==> config.mk <==
export PLATFORM = sky130hd
export DESIGN_NAME = dma_req_arbiter
export DESIGN_NICKNAME = d
export VERILOG_FILES = /design/src/rtl/dmarb_pkg.sv /design/src/rtl/dmarb_qualify.sv /design/src/rtl/dmarb_mode.sv /design/src/rtl/dmarb_select.sv /design/src/rtl/dma_req_arbiter.sv
export SDC_FILE = /design/constraint.sdc
export NUM_CORES = 1
export LEC_CHECK = 0
export ABC_AREA = 0
export BUFFER_PORTS_ARGS = -buffer_cell sky130_fd_sc_hd__buf_2
export CAP_MARGIN = 20
export CORE_ASPECT_RATIO = 1.1
export CORE_MARGIN = 2
export CORE_UTILIZATION = 38
export DETAILED_ROUTE_END_ITERATION = 8
export HOLD_SLACK_MARGIN = 0.12
export PLACE_DENSITY = 0.66
export REMOVE_ABC_BUFFERS = 1
export SYNTH_ARGS = -nofsm -noshare
export SYNTH_HDL_FRONTEND = slang
export SYNTH_SLANG_ARGS = --single-unit
==> constraint.sdc <==
create_clock -name clk -period 5.1 [get_ports clk]
set_input_delay 0.765 -clock clk [delete_from_list [all_inputs] [get_ports clk]]
set_output_delay 0.765 -clock clk [all_outputs]
set_load 0.02 [all_outputs]
==> src/rtl/dmarb_pkg.sv <==
package dmarb_pkg;

    parameter int unsigned N_CH = 6;
    localparam int unsigned IDX_W = $clog2(N_CH);

    typedef logic [N_CH-1:0]  chmask_t;
    typedef logic [IDX_W-1:0] chidx_t;

    typedef enum logic [1:0] {
        MODE_FIX_A = 2'b00,
        MODE_FIX_B = 2'b01,
        MODE_RSVD  = 2'b10,
        MODE_ROUND = 2'b11
    } prio_mode_e;

    typedef struct packed {
        logic   valid;
        chidx_t idx;
    } pick_t;

    // Controller-wide gating flags
    typedef struct packed {
        logic enable;
        logic nmi;
        logic addr_err;
    } glob_flags_t;

    // Channel held at rank position pos in the alternate fixed order
    function automatic chidx_t fixb_chan(int unsigned pos);
        chidx_t c;
        case (pos)
            0:       c = chidx_t'(0);
            1:       c = chidx_t'(2);
            2:       c = chidx_t'(3);
            3:       c = chidx_t'(1);
            default: c = chidx_t'(pos);
        endcase
        return c;
    endfunction

    // base + off modulo N_CH, off below 2*N_CH
    function automatic chidx_t wrap_add(chidx_t base, int unsigned off);
        int unsigned s;
        s = int'(base) + off;
        if (s >= N_CH) s = s - N_CH;
        if (s >= N_CH) s = s - N_CH;
        return chidx_t'(s);
    endfunction

    function automatic chmask_t idx2mask(chidx_t i);
        chmask_t m;
        m = '0;
        m[i] = 1'b1;
        return m;
    endfunction

endpackage

==> src/rtl/dmarb_qualify.sv <==
module dmarb_qualify
    import dmarb_pkg::*;
(
    input  logic        clk,
    input  logic        rst,
    input  chmask_t     req_i,
    input  chmask_t     auto_i,
    input  chmask_t     en_i,
    input  chmask_t     end_i,
    input  glob_flags_t glob_i,
    input  chmask_t     clr_i,
    output chmask_t     qual_o,
    output chmask_t     eff_req_o
);

    logic    glob_ok;
    chmask_t pend_q;

    assign glob_ok = glob_i.enable & ~glob_i.nmi & ~glob_i.addr_err;

    for (genvar n = 0; n < N_CH; n++) begin : g_ch
        assign qual_o[n]    = glob_ok & en_i[n] & ~end_i[n];
        assign eff_req_o[n] = qual_o[n] & (auto_i[n] | pend_q[n] | req_i[n]);

        // Latched external request: only captured while qualified
        always_ff @(posedge clk) begin
            if (rst) begin
                pend_q[n] <= 1'b0;
            end else begin
                pend_q[n] <= qual_o[n] & ~auto_i[n] & ~clr_i[n]
                           & (pend_q[n] | req_i[n]);
            end
        end
    end

endmodule

==> src/rtl/dmarb_mode.sv <==
module dmarb_mode
    import dmarb_pkg::*;
(
    input  logic       clk,
    input  logic       rst,
    input  logic [1:0] mode_raw_i,
    output prio_mode_e mode_o,
    output logic       bad_o
);

    prio_mode_e raw;
    logic       bad_q;

    assign raw    = prio_mode_e'(mode_raw_i);
    assign mode_o = (raw == MODE_RSVD) ? MODE_FIX_A : raw;
    assign bad_o  = bad_q;

    always_ff @(posedge clk) begin
        if (rst)                    bad_q <= 1'b0;
        else if (raw == MODE_RSVD)  bad_q <= 1'b1;
    end

    AST_BAD_MODE_SET: assert property (@(posedge clk) disable iff (rst)
        (mode_raw_i == 2'b10) |=> bad_q);

    AST_BAD_MODE_STICKY: assert property (@(posedge clk) disable iff (rst)
        bad_q |=> bad_q);

endmodule

==> src/rtl/dmarb_select.sv <==
module dmarb_select
    import dmarb_pkg::*;
(
    input  chmask_t    req_i,
    input  prio_mode_e mode_i,
    input  chidx_t     last_i,
    output pick_t      pick_o
);

    pick_t pick_a, pick_b, pick_r;

    // Scan from lowest rank upward so the highest rank overwrites last
    always_comb begin
        pick_a = '0;
        pick_b = '0;
        pick_r = '0;
        for (int p = N_CH - 1; p >= 0; p--) begin
            if (req_i[chidx_t'(p)]) begin
                pick_a.valid = 1'b1;
                pick_a.idx   = chidx_t'(p);
            end
            if (req_i[fixb_chan(p)]) begin
                pick_b.valid = 1'b1;
                pick_b.idx   = fixb_chan(p);
            end
            if (req_i[wrap_add(last_i, p + 1)]) begin
                pick_r.valid = 1'b1;
                pick_r.idx   = wrap_add(last_i, p + 1);
            end
        end
    end

    always_comb begin
        case (mode_i)
            MODE_FIX_B: pick_o = pick_b;
            MODE_ROUND: pick_o = pick_r;
            default:    pick_o = pick_a;
        endcase
    end

endmodule

==> src/rtl/dma_req_arbiter.sv <==
module dma_req_arbiter
    import dmarb_pkg::*;
(
    input  logic             clk,
    input  logic             rst,
    input  logic [N_CH-1:0]  chan_req_i,
    input  logic [N_CH-1:0]  chan_auto_i,
    input  logic [N_CH-1:0]  chan_en_i,
    input  logic [N_CH-1:0]  chan_end_i,
    input  logic             glob_en_i,
    input  logic             nmi_flag_i,
    input  logic             addr_err_i,
    input  logic [1:0]       prio_mode_i,
    input  logic             xfer_done_i,
    output logic [N_CH-1:0]  grant_o,
    output logic             grant_valid_o,
    output logic             bad_mode_o
);

    glob_flags_t glob;
    chmask_t     qual, eff_req, clr_mask;
    chmask_t     grant_q, grant_d;
    logic        gvalid_q, gvalid_d;
    chidx_t      last_q, last_d;
    prio_mode_e  mode_eff;
    pick_t       pick;

    assign glob = '{enable: glob_en_i, nmi: nmi_flag_i, addr_err: addr_err_i};
    assign clr_mask = (gvalid_q && xfer_done_i) ? grant_q : '0;

    dmarb_qualify u_qual (
        .clk      (clk),
        .rst      (rst),
        .req_i    (chan_req_i),
        .auto_i   (chan_auto_i),
        .en_i     (chan_en_i),
        .end_i    (chan_end_i),
        .glob_i   (glob),
        .clr_i    (clr_mask),
        .qual_o   (qual),
        .eff_req_o(eff_req)
    );

    dmarb_mode u_mode (
        .clk       (clk),
        .rst       (rst),
        .mode_raw_i(prio_mode_i),
        .mode_o    (mode_eff),
        .bad_o     (bad_mode_o)
    );

    dmarb_select u_sel (
        .req_i (eff_req),
        .mode_i(mode_eff),
        .last_i(last_q),
        .pick_o(pick)
    );

    always_comb begin
        grant_d  = grant_q;
        gvalid_d = gvalid_q;
        last_d   = last_q;
        if (gvalid_q) begin
            if (xfer_done_i || ((grant_q & qual) == '0)) begin
                grant_d  = '0;
                gvalid_d = 1'b0;
            end
        end else if (pick.valid) begin
            grant_d  = idx2mask(pick.idx);
            gvalid_d = 1'b1;
            last_d   = pick.idx;
        end
    end

    always_ff @(posedge clk) begin
        if (rst) begin
            grant_q  <= '0;
            gvalid_q <= 1'b0;
            last_q   <= chidx_t'(N_CH - 1);
        end else begin
            grant_q  <= grant_d;
            gvalid_q <= gvalid_d;
            last_q   <= last_d;
        end
    end

    assign grant_o       = grant_q;
    assign grant_valid_o = gvalid_q;

    AST_GRANT_ONEHOT: assert property (@(posedge clk) disable iff (rst)
        $onehot0(grant_q));

    AST_VALID_MATCHES_GRANT: assert property (@(posedge clk) disable iff (rst)
        gvalid_q == (grant_q != '0));

    AST_NEW_GRANT_REQUESTED: assert property (@(posedge clk) disable iff (rst)
        !gvalid_q |=> ((grant_q & ~$past(eff_req)) == '0));

    AST_IDLE_TAKES_REQUEST: assert property (@(posedge clk) disable iff (rst)
        (!gvalid_q && (eff_req != '0)) |=> gvalid_q);

    AST_GRANT_HELD: assert property (@(posedge clk) disable iff (rst)
        (gvalid_q && !xfer_done_i && ((grant_q & qual) != '0)) |=> $stable(grant_q));

    AST_RELEASE_ON_DONE: assert property (@(posedge clk) disable iff (rst)
        (gvalid_q && xfer_done_i) |=> !gvalid_q);

    AST_DROP_ON_DISQUAL: assert property (@(posedge clk) disable iff (rst)
        (gvalid_q && ((grant_q & qual) == '0)) |=> !gvalid_q);

endmodule

==> results_dict.tcl, run 1 <==
set metrics [dict create \
    synthArstFlopShare 0 \
    path_clk_slew_ns 0.07 \
    critPathCapture "grant_o[0]" \
    synth_area_leaders "dfxtp_1 14%, ha_1 13%, nor2_1 4.4%" \
    place_congestion 0.9523 \
    synth-xor-area-share 0.01844 \
    status "finished clean" \
    synth_seq_cells 17 \
    drv_slew 0 \
    period_minus_slack_ns 4.545 \
    root_buffer "clkbuf_8" \
    startpoint "last_q[1]" \
    r2r-end "grant_o[0]" \
    grt_usage 0.1919 \
    skew_ns 0.003670 \
    ant_nets 0 \
    p_int_uw 361.0 \
    grt_pass1_vias 2270 \
    cts-buffers-inserted 3 \
    vias 2345 \
    initial_utilization 0.3881 \
    tns_ns 0 \
    dieWidth_um 79.38 \
    min_path_type "reg2reg" \
    synth-adder-area-share 0.1264 \
    synth_flop_cell "dfxtp_1" \
    antenna_found_initial 0 \
    fp.dieArea_sq_mm 0.006898 \
    layout_common_cells "39 x buf_2, 28 x nor2_1, 24 x ha_1" \
    synth_mux_area_frac 0.05321 \
    hold_viol_final 0 \
    powerDensity_mw_per_mm2 254.7 \
    seq_area_frac_synth 0.1433 \
    netlist_area_sq_mm 0.002375 \
    postCtsHoldBufs 0 \
    drive_above_1_share 0.2249 \
    final-setup-viol-count 0 \
    critPathCaptureType "flip-flop" \
    wire_per_inst_um 15.21 \
    vias_per_cell 5.733 \
    timing.fmax_ghz 0.2200 \
    p_comb_frac 0.621 \
    htreeDepth 1 \
    place_hpwl_um 4961 \
    postLayoutSetupSlackWorst_ns 0.5547 \
    dr.pass1.iters 5 \
    drt-initial-drc-count 165 \
    critical_path_required_ns 5.26 \
    worst_slew_pin_slew_ns 0.9605 \
    pwr-share-seq 0.221 \
    synth_edf_count 0 \
    multi_input_area_sq_mm 0.001901 \
    fin_crit_sh 0.8912 \
    rsz0062_at_grt "false" \
    clock_sinks 17 \
    synth-simple-area-share 0.2671 \
    grt_max_degree 24 \
    clock_latency_ns 0.27 \
    p_total_uw 678.7 \
    r2r_start "last_q[1]" \
    num_antenna_cells 0 \
    nFillCells 633 \
    post_cts_buffers 0 \
    critPathMaxFanout 14 \
    synth_top_family_by_area "compound AO/OA/AOI/OAI gates" \
    final_common_cell "buf_2" \
    portBuffers 39 \
    max_cap_viol_count 0 \
    p_sw_frac 0.4681 \
    gr-total-overflow 0 \
    syn_area_per_cell_sq_um 8.105 \
    wl_met1_um 2888 \
    synth_warnings 0 \
    area_growth_syn_to_layout_pct 12.22 \
    wl_met2_um 3060 \
    post_dp_cell_area_sq_mm 0.002619 \
    cts_tree "built" \
    switchingPower_uw 317.7 \
    post-route-util 0.4356 \
    regArea_sq_um 340.3 \
    critPathLaunchType "flip-flop" \
    drc_errors 0 \
    top_layer "met4" \
    max_slew_margin 0.3597 \
    crit_arrival_ns 4.71 \
    synth_top_area_frac 0.1433 \
    clockBufferDepth 2 \
    core_sq_mm 0.006118 \
    reg2reg_slack_ns 0.55 \
    cts_resized 0 \
    pre_cts_ws_ns 0.6438 \
    dieHeight_um 86.91 \
    yosys.cell_types.count 71 \
    synth_top_cell_by_area "dfxtp_1" \
    pwr-share-clk 0.158 \
    ios 40 \
    finalInstanceArea_sq_mm 0.002665 \
    synth_compound_area_frac 0.3351 \
    nets 386 \
    ff2ff_path_depth 15 \
    grt_pass1_wl_um 10760 \
    placement_rows 30 \
    power_leakage_uw 0.001102 \
    wl_met3_um 211 \
    critPathKind "reg2reg" \
    vdd_drop_max_mv 0.1456 \
    synth_cells 293 \
    wl_um 6221 \
]
## worst min path at each step
stage	cells past startpoint	slack, ns	to	start
floorplan	2	0.51	u_qual.pend_q[2]	u_qual.pend_q[2]
global placement	2	0.45	u_mode.bad_o	u_mode.bad_o
detailed placement	2	0.48	u_mode.bad_o	u_mode.bad_o
CTS	2	0.50	u_mode.bad_o	u_mode.bad_o
global route	2	0.52	u_mode.bad_o	u_mode.bad_o
finish	2	0.49	u_mode.bad_o	u_mode.bad_o
## per-stage QoR
stage               hold WS [ns]  instances
global route              0.5189        409
CTS                       0.5018        409
detailed placement        0.4828        405
global placement          0.4532        405
floorplan                 0.5054        284
finish                    0.4912        409
## flip-flops by register name, summed over array words and instances, names as in the netlist
signal	flops
grant_o	6
u_mode.bad_o	1
grant_valid_o	1
last_q	3
u_qual.pend_q	6
## layer usage
layer  global-route usage  vias up
met1               0.2454     1090
met5                    0        -
met4              0.05486        0
met2               0.3475       57
met3              0.01141        6
li1                     -     1192
## cell families (layout without fill, tap and decap cells)
family | Yosys count | in the layout
and+or+nand+nor | 108 | 108
AOI/OAI and AO/OA | 101 | 101
buffers and inverters | 27 | 63
adders and majority gates | 24 | 24
DFF | 17 | 17
muxes | 11 | 11
xor gates and xnor gates | 5 | 5
## layout make-up
type / instances / share of cell area
multi-input cells: 249 / 0.7131
repair buffers: 41 / 0.07887
clock buffers: 3 / 0.01549
inverters: 18 / 0.02535
well taps: 80 / 0.03756
flip-flops and latches: 17 / 0.1277
clock inverters: 1 / 0.001878
## cells in the mapped netlist (5+ instances only)
master	n
a21oi_1	15
nand3_1	6
ha_1	24
nor2_1	28
a2111oi_0	7
inv_1	17
nor3_1	12
a211oi_1	6
nor3_4	5
nand2b_1	13
xnor2_1	5
o21ai_0	17
mux2i_1	7
a211o_1	5
nand2_1	13
dfxtp_1	17
## worst max-delay path: stages, from the launching register on
cell,delay [ns]
dfxtp_1,0.58
inv_1,0.28
ha_1,0.34
buf_4,0.20
inv_1,0.13
ha_1,0.23
ha_1,0.18
o21a_1,0.17
o21ai_0,0.12
o21ai_0,0.10
a211oi_1,0.46
mux2i_1,0.44
nand4_1,0.17
o21ai_2,0.47
and4b_1,0.28
a32o_2,0.26
## power groups by stage
stage                     Sequential [uW]  Clock, uW  Combinational, uW
after global placement                153          0                406
after floorplan                       158          0                317
after detailed placement              153          0                416
after global routing                  151        115                472
after CTS                             150        110                418
final                                 150        107                421
(Power assumes the default switching activity.)
==> run 2, diff against run 1 <==
==> constraint.sdc (replaced) <==
create_clock -name clk -period 4.6 [get_ports clk]
set_input_delay 0.69 -clock clk [delete_from_list [all_inputs] [get_ports clk]]
set_output_delay 0.69 -clock clk [all_outputs]
set_load 0.02 [all_outputs]
==> run 2 against run 1 <==
Compared with the run above: clock power up 9%; worst setup slack worse by 0.086 ns; wire length down 1.4%; die area unchanged; critical endpoint unchanged; register-to-register slack worse by 0.09 ns.
==> results_dict.tcl, run 2 (synthesis gave the netlist of run 1 again) <==
set metrics [dict create \
    status "finished clean" \
    timing.fmax_ghz 0.2420 \
    portBuffers 39 \
    min_path_type "reg2reg" \
    hold_viol_final 0 \
    gr-total-overflow 0 \
    critPathKind "reg2reg" \
    grt_usage 0.1849 \
    p_total_uw 757.4 \
    worst_slew_pin_slew_ns 0.5195 \
    clockBufferDepth 2 \
    dieHeight_um 86.91 \
    path_clk_slew_ns 0.07 \
    layout_common_cells "39 x buf_2, 28 x nor2_1, 24 x ha_1" \
    drive_above_1_share 0.2365 \
    max_slew_margin 0.6500 \
    dieWidth_um 79.38 \
    max_cap_viol_count 0 \
    post_cts_buffers 0 \
    ios 40 \
    skew_ns 0.001296 \
    vias 2354 \
    placement_rows 30 \
    postLayoutSetupSlackWorst_ns 0.4683 \
    wire_per_inst_um 14.82 \
    fin_crit_sh 0.8982 \
    grt_pass1_vias 2388 \
    wl_um 6137 \
    core_sq_mm 0.006118 \
    place_congestion 0.9076 \
    num_antenna_cells 0 \
    critPathMaxFanout 12 \
    critPathLaunchType "flip-flop" \
    hold_start "u_mode.bad_o" \
    postCtsHoldBufs 0 \
    cts_resized 0 \
    grt_max_degree 15 \
    vdd_drop_max_mv 0.1671 \
    root_buffer "clkbuf_8" \
    final_common_cell "buf_2" \
    place_hpwl_um 4945 \
    rsz0062_at_grt "false" \
    initial_utilization 0.3881 \
    clock_latency_ns 0.26 \
    fp.dieArea_sq_mm 0.006898 \
    pre_cts_ws_ns 0.5564 \
    cts_tree "built" \
    grt_pass1_wl_um 10450 \
    powerDensity_mw_per_mm2 280.0 \
    drc_errors 0 \
    crit_arrival_ns 4.29 \
    nets 391 \
    drv_slew 0 \
    power_leakage_uw 0.001122 \
    critical_path_required_ns 4.75 \
    area_growth_syn_to_layout_pct 13.91 \
    final-setup-viol-count 0 \
    dr.pass1.iters 4 \
    period_minus_slack_ns 4.132 \
    ant_nets 0 \
    drt-initial-drc-count 123 \
    startpoint "last_q[2]" \
    r2r_start "last_q[2]" \
    cts-buffers-inserted 3 \
    tns_ns 0 \
    critPathCaptureType "flip-flop" \
    htreeDepth 1 \
    vias_per_cell 5.686 \
    clock_sinks 17 \
    antenna_found_initial 0 \
]
run 2: stage by stage:
stage                       util  std cells  instance area, sq um  hold WS [ns]
after floorplan                -        284                  2308        0.5054
after global placement    0.4342        410                  2656        0.4519
after detailed placement  0.4342        410                  2656        0.4647
after CTS                 0.4421        414                  2705        0.4838
after global routing      0.4421        414                  2705        0.5115
final                     0.4421        414                  2705        0.4858
run 2: worst max-delay path, stage by stage (launching register included):
cell      delay (ns)
dfxtp_1         0.63
ha_1            0.43
inv_1           0.13
ha_1            0.30
a21oi_1         0.23
xnor2_1         0.10
ha_1            0.21
nor2b_1         0.15
o31ai_1         0.46
a211o_1         0.29
nand4_2         0.17
nand2b_1        0.18
mux2_4          0.29
and4b_1         0.20
a32o_2          0.26
run 2: final timing paths:
| path | end | slack [ns] | depth (start not counted) |
|---|---|---|---|
| min reg2reg | u_mode.bad_o | 0.49 | 2 |
| max | grant_o[0] | 0.47 | 14 |
| max reg2reg | grant_o[0] | 0.47 | 14 |
| min | u_mode.bad_o | 0.49 | 2 |
run 2: final cells by class:
| class | count | area, sq um |
|---|---|---|
| multi-input cells | 249 | 1901 |
| well taps | 80 | 100.1 |
| fillers | 621 | 3413 |
| repair buffers | 46 | 247.7 |
| clock inverters | 1 | 7.507 |
| flip-flops and latches | 17 | 340.3 |
| clock buffers | 3 | 41.29 |
| inverters | 18 | 67.56 |
run 2: routing by layer:
metal | wire, um | GRT usage
met1 | 2819 | 0.2308
met2 | 2963 | 0.3305
met3 | 234 | 0.01245
met4 | 119 | 0.07367
met5 | 0 | 0
run 2: report_power, final:
part	switching, uW	leakage [uW]	internal, uW
combinational	285	0.000962	192
clock	56.4	0.0000217	61.1
sequential	9.26	0.000138	154
==> run 3, diff against run 2 <==
--- a/config.mk
+++ b/config.mk
@@ -5,7 +5,7 @@
 export SDC_FILE = /design/constraint.sdc
 export NUM_CORES = 1
 export LEC_CHECK = 0
-export ABC_AREA = 0
+export ABC_AREA = 1
 export BUFFER_PORTS_ARGS = -buffer_cell sky130_fd_sc_hd__buf_2
 export CAP_MARGIN = 20
 export CORE_ASPECT_RATIO = 1.1
==> run 3 against run 2 <==
Compared with the run above: clock power increased by 3%; power grew to 3.0 times the previous value; area after synthesis is 1.5% lower; maximum frequency rose by 4.5%; utilization is 1.3 points higher; sequential cell count stayed put; via count is 14% higher; worst setup slack better by 0.18 ns; non-clock buffer count is 6 lower; highest routed layer unchanged.
==> results_dict.tcl, run 3 <==
set metrics [dict create \
    cts_resized 0 \
    pwr-share-seq 0.089 \
    syn_area_per_cell_sq_um 5.568 \
    cp_common_cell "nand2_1" \
    path_delay_family "simple AND/OR/NAND/NOR gates" \
    synth_area_leaders "nand2_1 25%, dfxtp_1 15%, ha_1 13%" \
    cts-buffers-inserted 3 \
    synth_top_area_frac 0.2456 \
    netlist_area_sq_mm 0.002338 \
    p_comb_frac 0.858 \
    grt_pass1_vias 2537 \
    p_total_uw 2266 \
    place_congestion 0.9557 \
    vias_per_cell 4.998 \
    grt_usage 0.1902 \
    place_inst 533 \
    placement_rows 29 \
    status "finished clean" \
    finalInstanceArea_sq_mm 0.002656 \
    crit_slowest_cell "ha_1" \
    nets 517 \
    fin_crit_sh 0.8596 \
    drv_slew 0 \
    synthTopCellsByCount "153 x nand2_1, 64 x inv_1, 34 x nor2_1" \
    post_cts_buffers 0 \
    dr.pass1.iters 4 \
    antenna_found_initial 0 \
    final_common_cell "nand2_1" \
    critPathLaunchType "flip-flop" \
    yosys.cell_types.count 31 \
    switchingPower_uw 1392 \
    area_growth_syn_to_layout_pct 13.59 \
    core_sq_mm 0.005842 \
    post_dp_cell_area_sq_mm 0.002608 \
    rsz0062_at_grt "false" \
    drc_errors 0 \
    root_buffer "clkbuf_8" \
    cts_tree "built" \
    max_cap_viol_count 0 \
    final-setup-viol-count 0 \
    place_hpwl_um 5064 \
    synth_edf_count 0 \
    vdd_drop_max_mv 0.4394 \
    clock_sinks 17 \
    tns_ns 0 \
    synth.most_common_cell "nand2_1" \
    synthArstFlopShare 0 \
    power_leakage_uw 0.001520 \
    gr-total-overflow 0 \
    worst_slew_pin_slew_ns 0.4463 \
    seq_area_frac_synth 0.1455 \
    synth_flop_cell "dfxtp_1" \
    path_cells "clkinv_1, ha_1, ha_1, ha_1, nand2_1, nand4_1, o21ai_0, nand2_1, nand2_1, nand2_2, nand2_2, nand2_1, nand3_2, nand2_2, nand2_1, nand2_1, a21oi_1, nand2_1, a21oi_1, nand2_1, a21oi_1" \
    timing.fmax_ghz 0.2529 \
    regArea_sq_um 340.3 \
    path_clk_slew_ns 0.07 \
    dieHeight_um 86.28 \
    skew_ns 0.002458 \
    critPathKind "reg2reg" \
    wire_per_inst_um 11.37 \
    postLayoutSetupSlackWorst_ns 0.6457 \
    min_path_type "reg2reg" \
    drt-initial-drc-count 166 \
    final_cells 537 \
    p_sw_frac 0.6142 \
    num_antenna_cells 0 \
    powerDensity_mw_per_mm2 852.9 \
    crit_buf_inv 1 \
    pre_cts_ws_ns 0.7405 \
    ant_nets 0 \
    postCtsHoldBufs 0 \
    critical_path_required_ns 4.80 \
    vias 2684 \
    grt_pass1_wl_um 10760 \
    synth_top_cell_by_area "nand2_1" \
    ios 40 \
    hold_viol_final 0 \
    period_minus_slack_ns 3.954 \
    layout_common_cells "153 x nand2_1, 64 x inv_1, 39 x buf_2" \
    crit_arrival_ns 4.15 \
    slowest_delay_ns 0.52 \
    drive_above_1_share 0.1391 \
    dieWidth_um 78.80 \
    pwr-share-clk 0.054 \
    critPathMaxFanout 10 \
    synth_cells 420 \
    clock_latency_ns 0.26 \
    htreeDepth 1 \
    synth_warnings 0 \
    grt_max_degree 18 \
    wl_um 6104 \
    nFillCells 643 \
    clockBufferDepth 2 \
    p_int_uw 873.9 \
    fp.dieArea_sq_mm 0.006798 \
    multi_input_area_sq_mm 0.001702 \
    max_slew_margin 0.6994 \
    synth_seq_cells 17 \
    initial_utilization 0.4003 \
    critPathCaptureType "flip-flop" \
    portBuffers 39 \
]
[run 3: cell types whose count changed after synthesis, moves of 7 or more]
cell	delta
nand3_1	+25
inv_1	+47
nand2_2	+7
nand2_1	+140
a2111oi_0	-7
nor3_1	-8
o21ai_0	-7
nand2b_1	-13
[run 3: metrics by stage]
step             util  hold slack, ns
4_1_cts        0.4547          0.4856
6_report       0.4547          0.4782
3_3_place_gp   0.4463          0.4464
2_1_floorplan       -          0.5003
3_5_place_dp   0.4463          0.4656
5_1_grt        0.4547          0.5252
[run 3: final timing paths]
check	startpoint	end	slack [ns]	cells past startpoint
worst max-delay path	last_q[1]	grant_o[3]	0.65	21
worst min register to register	u_mode.bad_o	u_mode.bad_o	0.48	2
worst min-delay path	u_mode.bad_o	u_mode.bad_o	0.48	2
worst max register to register	last_q[1]	grant_o[3]	0.65	21
[run 3: layout make-up]
cell class / count / area share
Multi-Input combinational cell: 328 / 0.6406
Sequential cell: 17 / 0.1281
Inverter: 71 / 0.1003
Timing Repair Buffer: 40 / 0.07631
Tap cell: 77 / 0.03627
Clock buffer: 3 / 0.01554
Clock inverter: 1 / 0.002826
[run 3: cells by family after synthesis]
| group | after synthesis | share of synthesized area |
|---|---|---|
| AOI/OAI and AO/OA | 51 | 0.1295 |
| xor gates and xnor gates | 2 | 0.007492 |
| adders and majority gates | 24 | 0.1284 |
| buffers and inverters | 75 | 0.1268 |
| DFF | 17 | 0.1455 |
| muxes | 1 | 0.004281 |
| and+or+nand+nor | 250 | 0.4580 |
[run 3: power by group through the flow]
stage	Combinational, uW	Sequential (uW)	Clock, uW
after floorplan	1510	225	0
after global placement	1890	204	0
after detailed placement	1920	205	0
after CTS	1930	201	125
after global routing	2270	206	132
final	1940	201	121
[run 3: tightest hold or removal path, cell delays in order (launching register included)]
cell and delay (ns):
dfxtp_1 0.34, a21oi_1 0.04, nor2_1 0.07
[run 3: layer usage]
metal	up-vias	share of wire	GRT usage
li1	1419	-	-
met1	1210	0.48	0.2518
met2	49	0.47	0.3333
met3	6	0.038	0.02500
met4	0	0.010	0.03509
met5	-	0	0
